## src/rtl/tmr_pkg.sv

```systemverilog
`timescale 1ns/1ps
package tmr_pkg;

    localparam int CNT_W = 16;
    localparam int DIV_W = 6;
    localparam int NPIN  = 4;
    localparam int NGR   = 4;

    typedef enum logic [2:0] {
        CLR_OFF      = 3'b000,
        CLR_GRA      = 3'b001,
        CLR_GRB      = 3'b010,
        CLR_PEER     = 3'b011,
        CLR_OFF_ALT  = 3'b100,
        CLR_GRC      = 3'b101,
        CLR_GRD      = 3'b110,
        CLR_PEER_ALT = 3'b111
    } clr_sel_e;

    typedef enum logic [1:0] {
        EDGE_UP      = 2'b00,
        EDGE_DOWN    = 2'b01,
        EDGE_ANY     = 2'b10,
        EDGE_ANY_ALT = 2'b11
    } edge_sel_e;

    typedef enum logic [2:0] {
        SRC_DIV1  = 3'b000,
        SRC_DIV4  = 3'b001,
        SRC_DIV16 = 3'b010,
        SRC_DIV64 = 3'b011,
        SRC_PIN0  = 3'b100,
        SRC_PIN1  = 3'b101,
        SRC_PIN2  = 3'b110,
        SRC_PIN3  = 3'b111
    } src_sel_e;

    // clear select occupies the top bits, count source the bottom bits
    typedef struct packed {
        clr_sel_e  clr;
        edge_sel_e edg;
        src_sel_e  src;
    } tmr_ctrl_t;

    typedef struct packed {
        logic rise;
        logic fall;
    } edge_ev_t;

    function automatic logic edge_pick(edge_sel_e e, edge_ev_t ev);
        case (e)
            EDGE_UP:   return ev.rise;
            EDGE_DOWN: return ev.fall;
            default:   return ev.rise | ev.fall;
        endcase
    endfunction

    function automatic logic src_is_pin(src_sel_e s);
        return s[2];
    endfunction

endpackage

```

## src/rtl/tmr_prescale.sv

```systemverilog
`timescale 1ns/1ps
module tmr_prescale
    import tmr_pkg::*;
#(
    parameter int DIV_W = tmr_pkg::DIV_W
) (
    input  logic      clk,
    input  logic      rst,
    input  logic [1:0] rate_idx,
    input  edge_sel_e edg,
    output logic      tick
);
    localparam int NRATE = DIV_W / 2;

    logic [DIV_W-1:0] div;
    logic [NRATE:0]   rise_v;
    logic [NRATE:0]   fall_v;
    edge_ev_t         ev_sel;

    always_ff @(posedge clk) begin
        if (rst) div <= '0;
        else     div <= div + DIV_W'(1);
    end

    assign rise_v[0] = 1'b1;
    assign fall_v[0] = 1'b1;

    // rate g divides by 2^(2g); the divided clock is div[2g-1]
    generate
        for (genvar g = 1; g <= NRATE; g++) begin : g_rate
            localparam int W = 2 * g;
            assign rise_v[g] = (div[W-1:0] == {1'b0, {(W-1){1'b1}}});
            assign fall_v[g] = &div[W-1:0];
        end
    endgenerate

    assign ev_sel.rise = rise_v[rate_idx];
    assign ev_sel.fall = fall_v[rate_idx];

    // divide-by-1 ignores the edge setting
    assign tick = (rate_idx == 2'd0) ? 1'b1 : edge_pick(edg, ev_sel);

endmodule

```

## src/rtl/tmr_pin_edge.sv

```systemverilog
`timescale 1ns/1ps
module tmr_pin_edge
    import tmr_pkg::*;
#(
    parameter int NPIN = tmr_pkg::NPIN,
    localparam int IDX_W = (NPIN > 1) ? $clog2(NPIN) : 1
) (
    input  logic             clk,
    input  logic             rst,
    input  logic [NPIN-1:0]  pins,
    input  logic [IDX_W-1:0] pin_idx,
    input  edge_sel_e        edg,
    output logic             tick
);
    logic [NPIN-1:0] rise_v;
    logic [NPIN-1:0] fall_v;
    edge_ev_t        ev_sel;

    generate
        for (genvar p = 0; p < NPIN; p++) begin : g_pin
            // sh[0], sh[1]: synchroniser; sh[2]: previous synchronised value
            logic [2:0] sh;
            always_ff @(posedge clk) begin
                if (rst) sh <= '0;
                else     sh <= {sh[1:0], pins[p]};
            end
            assign rise_v[p] =  sh[1] & ~sh[2];
            assign fall_v[p] = ~sh[1] &  sh[2];
        end
    endgenerate

    assign ev_sel.rise = rise_v[pin_idx];
    assign ev_sel.fall = fall_v[pin_idx];
    assign tick        = edge_pick(edg, ev_sel);

endmodule

```

## src/rtl/tmr_clr_sel.sv

```systemverilog
`timescale 1ns/1ps
module tmr_clr_sel
    import tmr_pkg::*;
(
    input  clr_sel_e          sel,
    input  logic [NGR-1:0]    gr_hit,
    input  logic [1:0]        buf_mode,
    input  logic              sync_en,
    input  logic              sync_in,
    output logic              clr_any,
    output logic              clr_by_gr
);
    logic clr_peer;

    always_comb begin
        clr_by_gr = 1'b0;
        clr_peer  = 1'b0;
        case (sel)
            CLR_GRA:                clr_by_gr = gr_hit[0];
            CLR_GRB:                clr_by_gr = gr_hit[1];
            CLR_GRC:                clr_by_gr = gr_hit[2] & ~buf_mode[0];
            CLR_GRD:                clr_by_gr = gr_hit[3] & ~buf_mode[1];
            CLR_PEER, CLR_PEER_ALT: clr_peer  = sync_en & sync_in;
            default:                ;
        endcase
    end

    assign clr_any = clr_by_gr | clr_peer;

endmodule

```

## src/rtl/tmr_counter.sv

```systemverilog
`timescale 1ns/1ps
module tmr_counter #(
    parameter int CNT_W = tmr_pkg::CNT_W
) (
    input  logic             clk,
    input  logic             rst,
    input  logic             clr,
    input  logic             clr_by_gr,
    input  logic             inc,
    output logic [CNT_W-1:0] count,
    output logic             ovf,
    output logic             sync_out
);
    always_ff @(posedge clk) begin
        if (rst) begin
            count    <= '0;
            ovf      <= 1'b0;
            sync_out <= 1'b0;
        end else begin
            ovf      <= inc & ~clr & (&count);
            sync_out <= clr_by_gr;
            if (clr)      count <= '0;
            else if (inc) count <= count + CNT_W'(1);
        end
    end

endmodule

```

## src/rtl/tmr_chan.sv

```systemverilog
`timescale 1ns/1ps
module tmr_chan
    import tmr_pkg::*;
#(
    parameter int CNT_W = tmr_pkg::CNT_W,
    parameter int DIV_W = tmr_pkg::DIV_W,
    parameter int NPIN  = tmr_pkg::NPIN
) (
    input  logic                  clk,
    input  logic                  rst,
    input  logic                  ctrl_we,
    input  logic [7:0]            ctrl_wd,
    input  logic [NPIN-1:0]       ext_clk,
    input  logic [tmr_pkg::NGR-1:0] gr_hit,
    input  logic [1:0]            buf_mode,
    input  logic                  sync_en,
    input  logic                  sync_clr_in,
    output logic [CNT_W-1:0]      count,
    output logic                  ovf,
    output logic                  sync_clr_out
);
    localparam int IDX_W = (NPIN > 1) ? $clog2(NPIN) : 1;

    tmr_ctrl_t ctrl_q;
    logic      int_tick;
    logic      pin_tick;
    logic      inc;
    logic      clr_any;
    logic      clr_by_gr;

    always_ff @(posedge clk) begin
        if (rst)          ctrl_q <= '0;
        else if (ctrl_we) ctrl_q <= tmr_ctrl_t'(ctrl_wd);
    end

    tmr_prescale #(.DIV_W(DIV_W)) u_pre (
        .clk      (clk),
        .rst      (rst),
        .rate_idx (ctrl_q.src[1:0]),
        .edg      (ctrl_q.edg),
        .tick     (int_tick)
    );

    tmr_pin_edge #(.NPIN(NPIN)) u_pin (
        .clk     (clk),
        .rst     (rst),
        .pins    (ext_clk),
        .pin_idx (ctrl_q.src[IDX_W-1:0]),
        .edg     (ctrl_q.edg),
        .tick    (pin_tick)
    );

    tmr_clr_sel u_clr (
        .sel       (ctrl_q.clr),
        .gr_hit    (gr_hit),
        .buf_mode  (buf_mode),
        .sync_en   (sync_en),
        .sync_in   (sync_clr_in),
        .clr_any   (clr_any),
        .clr_by_gr (clr_by_gr)
    );

    assign inc = src_is_pin(ctrl_q.src) ? pin_tick : int_tick;

    tmr_counter #(.CNT_W(CNT_W)) u_cnt (
        .clk       (clk),
        .rst       (rst),
        .clr       (clr_any),
        .clr_by_gr (clr_by_gr),
        .inc       (inc),
        .count     (count),
        .ovf       (ovf),
        .sync_out  (sync_clr_out)
    );

endmodule

```

## config.mk

```make
export PLATFORM = sky130hd
export DESIGN_NAME = tmr_chan
export DESIGN_NICKNAME = d
export VERILOG_FILES = /design/src/rtl/tmr_pkg.sv /design/src/rtl/tmr_prescale.sv /design/src/rtl/tmr_pin_edge.sv /design/src/rtl/tmr_clr_sel.sv /design/src/rtl/tmr_counter.sv /design/src/rtl/tmr_chan.sv
export SDC_FILE = /design/constraint.sdc
export NUM_CORES = 1
export LEC_CHECK = 0
export ABC_CLOCK_PERIOD_IN_PS = 2450
export BUFFER_PORTS_ARGS = -buffer_cell sky130_fd_sc_hd__buf_2
export CAP_MARGIN = 20
export CELL_PAD_IN_SITES_DETAIL_PLACEMENT = 1
export CELL_PAD_IN_SITES_GLOBAL_PLACEMENT = 1
export CORE_ASPECT_RATIO = 0.6
export CORE_MARGIN = 10
export CORE_UTILIZATION = 35
export DETAILED_ROUTE_END_ITERATION = 10
export PLACE_DENSITY = 0.81
export SETUP_SLACK_MARGIN = 0.05
export SKIP_LAST_GASP = 1
export SLEW_MARGIN = 25
export SYNTH_ARGS = -nofsm -noshare
export SYNTH_HDL_FRONTEND = slang
export SYNTH_HIERARCHICAL = 1
export SYNTH_SLANG_ARGS = --single-unit
```

## constraint.sdc

```tcl
create_clock -name clk -period 2.45 [get_ports clk]
set_input_delay 0.245 -clock clk [delete_from_list [all_inputs] [get_ports clk]]
set_output_delay 0.245 -clock clk [all_outputs]
set_load 0.02 [all_outputs]
```

==> results of run 1 <==
-- cell type report --
class | count | area (sq um)
fillers | 592 | 2840
well taps | 66 | 82.6
inverters | 5 | 18.8
repair buffers | 43 | 223
clock inverters | 2 | 60.1
multi-input cells | 147 | 1000
clock buffers | 5 | 68.8
flip-flops and latches | 44 | 885
-- layer usage --
| layer | share of wire | track usage |
|---|---|---|
| met1 | 0.47 | 0.165 |
| met2 | 0.48 | 0.182 |
| met3 | 0.030 | 0.0284 |
| met4 | 0.019 | 0.0485 |
| met5 | 0 | 0 |
-- worst register-to-register path, delay by kind of cell, from the launching register on --
| kind | cells | cell delay (ns) |
|---|---|---|
| mux | 1 | 0.22 |
| xor+xnor | 1 | 0.19 |
| flops | 1 | 0.35 |
| simple gates | 4 | 0.76 |
| compound gates | 2 | 0.73 |
-- power by group --
| part | switching (mW) | internal [mW] | leakage, nW |
|---|---|---|---|
| clock network | 0.254 | 0.402 | 0.0642 |
| registers | 0.0314 | 0.743 | 0.360 |
| logic | 0.0806 | 0.0673 | 0.507 |
| total | 0.366 | 1.21 | 0.931 |
-- cells by family after synthesis --
| family | after synthesis | synth area share |
|---|---|---|
| AO/OA/AOI/OAI | 18 | 0.0632 |
| XOR/XNOR | 15 | 0.0684 |
| adder cells (fa/ha/maj) | 3 | 0.0195 |
| buffers and inverters | 11 | 0.0274 |
| flip-flops | 44 | 0.459 |
| multiplexers | 12 | 0.0697 |
| AND/OR/NAND/NOR | 99 | 0.293 |
-- stage by stage --
step                instance area [sq um]  TNS [ns]  setup slack (ns)  power (mW)  hold WS [ns]
floorplan                            1920         0             0.321       0.876         0.312
global placement                     2190         0             0.231       0.922         0.423
detailed placement                   2190         0            0.0946       0.931         0.426
CTS                                  2320         0            0.0582        1.58         0.150
global route                         2340   -0.0260           -0.0222        1.64         0.151
finish                               2340         0            0.0845        1.58         0.144
-- worst min-delay path by stage --
stage          depth (start not counted)                         endpoint                            start  slack [ns]
2_1_floorplan                          1          u_pre/div[0]$_SDFF_PP0_                              rst        0.31
3_3_place_gp                           1  u_pin/g_pin[2].sh[1]$_SDFF_PP0_  u_pin/g_pin[2].sh[0]$_SDFF_PP0_        0.42
3_5_place_dp                           1  u_pin/g_pin[0].sh[1]$_SDFF_PP0_  u_pin/g_pin[0].sh[0]$_SDFF_PP0_        0.43
4_1_cts                                2  u_pin/g_pin[2].sh[0]$_SDFF_PP0_                       ext_clk[2]        0.15
5_1_grt                                2  u_pin/g_pin[2].sh[0]$_SDFF_PP0_                       ext_clk[2]        0.15
6_report                               2  u_pin/g_pin[2].sh[0]$_SDFF_PP0_                       ext_clk[2]        0.14
-- cells in the final DEF, fill, tap and decap left out, types with 2 or more instances in the layout --
master | synthesis | layout
or2_2 | 2 | 2
nand3_2 | 2 | 2
inv_1 | 5 | 5
xor2_1 | 5 | 5
a21oi_1 | 3 | 3
dfxtp_2 | 0 | 3
ha_1 | 3 | 3
xnor2_1 | 10 | 10
nor3_1 | 5 | 4
nor2_1 | 29 | 29
nor4_2 | 4 | 3
nand2_1 | 12 | 12
bufinv_16 | 0 | 2
o21ai_0 | 5 | 5
nor2b_1 | 15 | 15
nor3b_1 | 2 | 2
or3_1 | 4 | 4
buf_2 | 0 | 40
dfxtp_1 | 44 | 41
nand3_1 | 5 | 5
nand3b_1 | 3 | 3
nand2b_1 | 2 | 2
buf_4 | 1 | 3
nor2_2 | 2 | 2
clkbuf_8 | 0 | 5
mux2i_1 | 10 | 10
o311ai_0 | 2 | 2
nor4_1 | 2 | 2
nand4_1 | 5 | 5
-- registers in the layout, summed over array words and instances, names as in the netlist --
name and cells:
ctrl_q 8, u_cnt/ovf 1, u_pre/div 6, u_cnt/count 16
u_cnt/sync_out 1, u_pin/g_pin.sh 12
==> results.md, run 1 <==
- Placed Cells: a little over 300
- Wire per inst: 18.2 um
- Distinct cells, synth: 43
- Overflow after GRT: 0
- HP Class: input pin to flop
- Ys flop type: dfxtp_1
- R2R Path End: u_cnt/count[11]$_SDFFE_PP0P_
- Syn_area_per_cell: between 9 and 10 sq um
- Yosys reg bits: between 40 and 50
- PostCTS Resize Cnt: 0
- Hpwl dp: between 3000 and 4000 um
- Std cell rows: 20
- Critical path endpoint category: flop
- Post-layout minimum cycle time: 2.37 ns
- Drt drc: 0
- Final Core Density: 0.452
- Starting Density: 0.371
- CP max stage delay: 0.52 ns
- Nets: approximately 270
- TritonCTS clock tree: built
- Crit path capture: u_cnt/count[11]$_SDFFE_PP0P_
- IO Pins: 41
- Detailed Route Iter0 Violations: 67
- Final setup vio count: 0
- Crit-path cells: o311ai_0, a22oi_1, nor2_1, mux2_4, nand3_2, nor4_1, xnor2_1, nor2_2
- FF-to-FF Start: ctrl_q[0]$_SDFFE_PP0P_
- Syn nets: approximately 230
- Clock-pin slew of the registers on the worst-case setup and hold paths: about 0.09 ns
- RD Place Congestion: 0.811
- Post-CTS Hold Buffers: 0
- Top cells by area in the synthesized netlist: dfxtp_1 (46%), nor2_1 (5.7%), mux2i_1 (5.2%)
- Vias in the first global route: around 1700
- Via density per instance: around 5.2
- Chip width: around 120 um
- Worst Skew: about 0.011 ns
- Worst Path Required: roughly 2.6 ns
- Synth top area share: 0.459
- Final slew viol count: 0
- Pleak: 0.931 nW
- Drt pass-1 iters: 4
- Relative slew slack: 0.635
- DIE AREA: 8950 sq um
- Clk_lat worst skew: ~0.30 ns
- CTS Root Cell: clkbuf_8
- Netlist Area Pre-Place: 1920 sq um
- Pwr per Cell Area: slightly below 700 nW/um^2
- WP depth: 8
- Max-cap violation count: 0
- CTS buffer count: 5
- Most common cell in the netlist: dfxtp_1
- Sequential share of the synthesized area: 0.459
- Buf/Inv on CP: 0
- Final Cycle Share: 0.966
- Antenna violations before repair: 0
- N_diodes: 0
- IO Port Bufs: 40
- Slowest-stage cell, CP: o311ai_0
- Largest net degree at the start of global routing: 31
- Cell taking the most area after synthesis: dfxtp_1
- H-tree Lvls: 2
- Final WL: approximately 5700 um
- Synth top cells by count: dfxtp_1 (44), nor2_1 (29), nor2b_1 (15), nand2_1 (12)
- CP startpoint: ctrl_q[0]$_SDFFE_PP0P_
- Total Routing Usage GR: 0.122
- Die Y: a little under 80 um
- R2r setup slk: ~0.084 ns
- VDD IR max: around 280 uV
- ANT nets after route: 0
- First-pass GRT wire length: a little under 9000 um
- Gate Count Post-Synth: between 200 and 250
- Layout cells sized above 1: 0.280
- # Post-CTS Setup Buffers: 0
- Final Hold Vio Count: 0
- FMAX: ~0.42 GHz
- Sinks on Clock Net: between 40 and 50
- Core area: just over 5000 sq um
- Reg2reg path depth: 8
- Number of synthesized flops with an enable pin: 0
- Layout area overhead: 22.0%
- Final Instance Count excl. Fillers: 312
- Clock buffer depth: 2
- Synth Warn #: 6
- CP Class: flop to flop
- Status: complete, no violations
- Worst Tran Pin Value: 0.541 ns
- CP Max Fanout: 7
- CP startpoint kind: flop
- Ys async rst share: 0
- DR vias: 1612
- Delay-heaviest family, CP: simple AND/OR/NAND/NOR gates
- Critical path arrival: 2.56 ns
No activity file was read; power rests on OpenSTA's default activity.
==> run 2, diff against run 1 <==
Settings changed: RECOVER_POWER from default to 50.
==> run 2 against run 1 <==
Cell count is the same. Sequential share of layout area is 0.14 points higher. Critical path depth is the same. Global-route usage did not move. Setup slack lost 0.0012 ns. First-iteration DRC count shrank 9.0%. Design area shrank 0.37%.
==> results.md, run 2 (synthesized netlist as in run 1, its figures left out) <==
- Status: complete, no violations
- DR vias: 1619 (+0.43%)
- Fill cells: 599 (+1.2%)
- Worst hold stages: 2 (unchanged)
- Worst Path Required: 2.64 ns (about the same)
- Post-layout minimum cycle time: 2.37 ns (+0.00117 ns)
- Std cell rows: 20 (unchanged)
- IO Port Bufs: 40 (unchanged)
- Core area: 5180 sq um (unchanged)
- Final Cycle Share: 0.966 (about the same)
- Register area: 885 sq um (unchanged)
- Max FFs per register: 16 (unchanged)
- Critical path endpoint category: flop
- Place WS: 0.0946 ns (unchanged)
- # Post-CTS Setup Buffers: 0 (unchanged)
- CP startpoint kind: flop
- Placed Cells: 305 (unchanged)
- Critical path arrival: 2.56 ns (about the same)
- Final slew viol count: 0 (unchanged)
- Clock-pin slew of the registers on the worst-case setup and hold paths: 0.09 ns (about the same)
- Drt drc: 0 (unchanged)
- Via density per instance: 5.19 (+0.43%)
- Nets: 272 (unchanged)
- Final Hold Vio Count: 0 (unchanged)
- Worst Tran Pin Value: 1.32 ns (+0.781 ns)
- Layout area overhead: 21.5%
- Overflow after GRT: 0 (unchanged)
- Area of the multi-input gates: 1000 sq um (unchanged)
- Clock buffer depth: 2 (unchanged)
- Chip width: 116 um (unchanged)
- ANT nets after route: 0 (unchanged)
- Starting Density: 0.371 (unchanged)
- Final WL: 5690 um (+0.30%)
- CTS buffer count: 5 (unchanged)
- Relative slew slack: 0.119 (-0.516)
- CTS Root Cell: clkbuf_8
- CP Max Fanout: 7 (unchanged)
- Drt pass-1 iters: 4 (unchanged)
- VDD IR max: 276 uV (about the same)
- FMAX: 0.423 GHz (about the same)
- First-pass GRT wire length: 8890 um (unchanged)
- Die Y: 77.4 um (unchanged)
- Setup tns final: 0 ns (unchanged)
- Most frequent cells in the layout: dfxtp_1 (41), buf_2 (33), nor2_1 (29)
- Final setup vio count: 0 (unchanged)
- Detailed Route Iter0 Violations: 61 (-9.0%)
- N_diodes: 0 (unchanged)
- Most common cell after layout, fill and taps aside: dfxtp_1
- Vias in the first global route: 1663 (unchanged)
- Largest registers: u_cnt/count (16), u_pin/g_pin.sh (12), ctrl_q (8)
- DIE AREA: 8950 sq um (unchanged)
- Hpwl dp: 3930 um (unchanged)
- Max-cap violation count: 0 (unchanged)
- Largest net degree at the start of global routing: 31 (unchanged)
- RD Place Congestion: 0.811 (unchanged)
- HP Class: input pin to flop
- IO Pins: 41 (unchanged)
- Setup ws final: 0.0833 ns (-0.00117 ns)
- CP Class: flop to flop
- Clk_lat worst skew: 0.30 ns (about the same)
- Pwr per Cell Area: 677 nW/um^2 (+0.49%)
- Total Routing Usage GR: 0.122 (unchanged)
- Antenna violations before repair: 0 (unchanged)
- Pleak: 0.902 nW (-3.1%)
- H-tree Lvls: 2 (unchanged)
- Final Instance Count excl. Fillers: 312 (unchanged)
- Reg2reg path depth: 8 (unchanged)
- Final Core Density: 0.450 (-0.00169)
- Wire per inst: 18.2 um (+0.30%)
- Layout cells sized above 1: 0.252 (-0.0285)
- Worst Skew: 0.0109 ns (+0.000346 ns)
- TritonCTS clock tree: built
- Pwr Total: 1.58 mW (+0.11%)
- Largest Register: u_cnt/count
- Sinks on Clock Net: 44 (unchanged)
-- run 2: cell count changes in the layout (fill, tap and decap cells not counted) --
cell / delta
clkbuf_1: +7
buf_2: -7
-- run 2: final timing paths --
| kind | to | slack (ns) | startpoint |
|---|---|---|---|
| min | u_pin/g_pin[2].sh[0]$_SDFF_PP0_ | 0.14 | ext_clk[2] |
| max | u_cnt/count[11]$_SDFFE_PP0P_ | 0.08 | ctrl_q[0]$_SDFFE_PP0P_ |
| max reg2reg | u_cnt/count[11]$_SDFFE_PP0P_ | 0.08 | ctrl_q[0]$_SDFFE_PP0P_ |
| min reg2reg | u_pin/g_pin[0].sh[1]$_SDFF_PP0_ | 0.45 | u_pin/g_pin[0].sh[0]$_SDFF_PP0_ |
-- run 2: cell type report --
class	count	share of cell area
clock buffer	5	0.0295
clock inverter	2	0.0257
inverter	5	0.00804
multi-input combinational	147	0.431
sequential	44	0.379
tap	66	0.0354
timing repair buffer	43	0.0917
-- run 2: power breakdown --
part	internal, mW	switching, mW	total, mW	leakage, nW
combinational	0.0671	0.0808	0.148	0.478
clock	0.402	0.256	0.657	0.0642
sequential	0.743	0.0315	0.774	0.360
-- run 2: worst max-delay path, stage by stage, from the launching register on --
cell	delay, ns
dfxtp_2	0.35
o311ai_0	0.52
a22oi_1	0.21
nor2_1	0.13
mux2_4	0.22
nand3_2	0.17
nor4_1	0.40
xnor2_1	0.18
nor2_2	0.05
-- run 2: repair_timing --
item | in CTS | in global routing
endpoints found under the hold margin | 0 | 0
gates resized for setup | 0 | 6
hold buffers | 0 | 0
setup endpoints to repair | 0 | 10
-- run 2: layer usage --
layer	GRT usage	wire length (um)	up-vias
li1	-	-	781
met1	0.165	2730	791
met2	0.182	2690	41
met3	0.0284	164	6
met4	0.0485	106	0
met5	0	0	-
-- run 2: per-stage QoR --
stage                     instance area (sq um)  hold WS [ns]
after floorplan                            1920         0.312
after global placement                     2190         0.423
after detailed placement                   2190         0.426
after CTS                                  2320         0.150
after global routing                       2330         0.151
final                                      2330         0.144
==> run 3, diff against run 2 <==
Settings changed: GPL_ROUTABILITY_DRIVEN from default to 0, PLACE_DENSITY 0.81 to 0.77.
==> run 3 against run 2 <==
Combinational power down 5%. Hold slack better by 0.016 ns. Fmax rose by 5.0%.
==> results.md, run 3 (synthesized netlist as in run 1, its figures left out) <==
- Status: complete, no violations
- RSZ-0062 raised after global routing: false
- CP max stage delay: 0.43 ns (-0.09 ns)
- First-pass GRT wire length: 8170 um (-8.2%)
- Total Routing Usage GR: 0.112 (-0.00971)
- CP startpoint kind: flop
- Via density per instance: 5.07 (-2.3%)
- Slowest-stage cell, CP: or3_1
- Final WL: 5060 um (-11%)
- Final setup vio count: 0 (unchanged)
- R2r setup slk: 0.20 ns (+0.11 ns)
- Largest Register: u_cnt/count
- Largest net degree at the start of global routing: 30 (-3.2%)
- Nets: 271 (-0.37%)
- Clk_lat worst skew: 0.29 ns (about the same)
- IO Port Bufs: 40 (unchanged)
- Clock-pin slew of the registers on the worst-case setup and hold paths: 0.08 ns (about the same)
- Drt drc: 0 (unchanged)
- Detailed Route Iter0 Violations: 88 (+44%)
- Cell Area, Placed: 2180 sq um (-0.34%)
- Most common cell after layout, fill and taps aside: dfxtp_1
- Layout area overhead: 21.3%
- IO Pins: 41 (unchanged)
- Worst hold stages: 2 (unchanged)
- Sinks on Clock Net: 44 (unchanged)
- H-tree Lvls: 2 (unchanged)
- R2R Path End: u_cnt/ovf$_SDFF_PP0_
- DR vias: 1581 (-2.3%)
- Vias in the first global route: 1614 (-2.9%)
- Worst Tran Pin Value: 1.26 ns (-0.0567 ns)
- HP Class: input pin to flop
- Antenna violations before repair: 0 (unchanged)
- # Post-CTS Setup Buffers: 0 (unchanged)
- CP Class: flop to flop
- Final Hold Vio Count: 0 (unchanged)
- Final Cycle Share: 0.920 (-0.0462)
- Worst Path Required: 2.67 ns (+0.03 ns)
- N_diodes: 0 (unchanged)
- Max-cap violation count: 0 (unchanged)
- Pleak: 0.918 nW (+1.7%)
- Hpwl dp: 3840 um (-2.2%)
- Max FFs per register: 16 (unchanged)
- Reg2reg path depth: 8 (unchanged)
- Overflow after GRT: 0 (unchanged)
- Drt pass-1 iters: 5 (+1)
- End of the worst hold path: u_pin/g_pin[2].sh[0]$_SDFF_PP0_
- Die Y: 77.4 um (unchanged)
- Relative slew slack: 0.157 (+0.0378)
- Setup tns final: 0 ns (unchanged)
- CTS buffer count: 5 (unchanged)
- Layout cells sized above 1: 0.252 (unchanged)
- Worst Skew: 0.00995 ns (-0.000984 ns)
- Std cell rows: 20 (unchanged)
- ANT nets after route: 0 (unchanged)
- Delay-heaviest family, CP: simple AND/OR/NAND/NOR gates
- Final slew viol count: 0 (unchanged)
- CP Max Fanout: 8 (+1)
- FF-to-FF Start: u_pre/div[1]$_SDFF_PP0_
- Cell area after layout: 2330 sq um (-0.16%)
- Critical path endpoint category: flop
- Starting Density: 0.371 (unchanged)
- CTS Root Cell: clkbuf_8
- Crit-path cells: ha_2, nand2_1, o32ai_1, nand3b_1, mux2_4, nand4_4, or3_1, nor3_1
- VDD IR max: 276 uV (about the same)
- FMAX: 0.444 GHz (+5.0%)
- Clock buffer depth: 2 (unchanged)
- Post-CTS Hold Buffers: 0 (unchanged)
- Hold path start: ext_clk[2]
- Final Core Density: 0.450 (-0.000725)
- Buf/Inv on CP: 0 (unchanged)
- Pwr per Cell Area: 594 nW/um^2 (-12%)
- Chip width: 116 um (unchanged)
- TritonCTS clock tree: built
- Largest registers: u_cnt/count (16), u_pin/g_pin.sh (12), ctrl_q (8)
- Post-layout minimum cycle time: 2.25 ns (-0.113 ns)
- Core area: 5180 sq um (unchanged)
- Wire per inst: 16.2 um (-11%)
- Critical path arrival: 2.47 ns (-0.09 ns)
- Most frequent cells in the layout: dfxtp_1 (43), buf_2 (33), nor2_1 (29)
- DIE AREA: 8950 sq um (unchanged)
-- run 3: cell types whose count changed in the layout (fill, tap and decap cells not counted), moves of 2 or more --
| cell | before | now |
|---|---|---|
| buf_4 | 3 | 1 |
| bufinv_16 | 2 | 0 |
| clkbuf_1 | 7 | 9 |
| dfxtp_1 | 41 | 43 |
| dfxtp_2 | 3 | 1 |
| nor4_1 | 2 | 0 |
| nor4_4 | 1 | 3 |
-- run 3: area by class of cell --
type,count,area [sq um]
clock buffer,7,86.3
multi-input combinational,147,1050
inverter,5,18.8
fill,604,2850
clock inverter,1,7.51
timing repair buffer,42,203
sequential,44,882
tap,66,82.6
-- run 3: timing repair --
action | CTS | global route
gates resized for setup | 1 | 10
endpoints found under the setup margin | 2 | 10
pin swaps | 0 | 1
-- run 3: worst max path at each step --
stage,start,endpoint,slack (ns),cells past startpoint
floorplan,ctrl_q[0]$_SDFFE_PP0P_,u_cnt/count[11]$_SDFFE_PP0P_,0.32,10
global placement,ctrl_q[0]$_SDFFE_PP0P_,u_cnt/count[15]$_SDFFE_PP0P_,0.19,8
detailed placement,ctrl_q[0]$_SDFFE_PP0P_,u_cnt/count[5]$_SDFFE_PP0P_,0.04,8
CTS,ctrl_q[0]$_SDFFE_PP0P_,u_cnt/count[15]$_SDFFE_PP0P_,0.14,8
global route,ctrl_q[0]$_SDFFE_PP0P_,u_cnt/count[12]$_SDFFE_PP0P_,0.06,9
finish,u_pre/div[1]$_SDFF_PP0_,u_cnt/ovf$_SDFF_PP0_,0.20,8
-- run 3: metal layers --
layer / vias to the layer above / global-route usage / wire (um)
met3: 2 / 0.0384 / 209
li1: 780 / - / -
met1: 767 / 0.148 / 2500
met4: 0 / 0.0299 / 40
met2: 32 / 0.170 / 2310
met5: - / 0 / 0
-- run 3: power by group --
group	total, mW	switching [mW]	internal (mW)
registers	0.774	0.0315	0.742
logic	0.141	0.0750	0.0658
clock network	0.470	0.240	0.229
total	1.38	0.347	1.04
-- run 3: metrics by stage --
stage	setup slack, ns	hold slack [ns]	std cells	power, mW
after detailed placement	0.0367	0.427	304	0.928
after global placement	0.191	0.421	304	0.920
after CTS	0.144	0.158	312	1.40
after global routing	0.0626	0.165	312	1.46
after floorplan	0.321	0.312	202	0.876
final	0.196	0.160	312	1.38
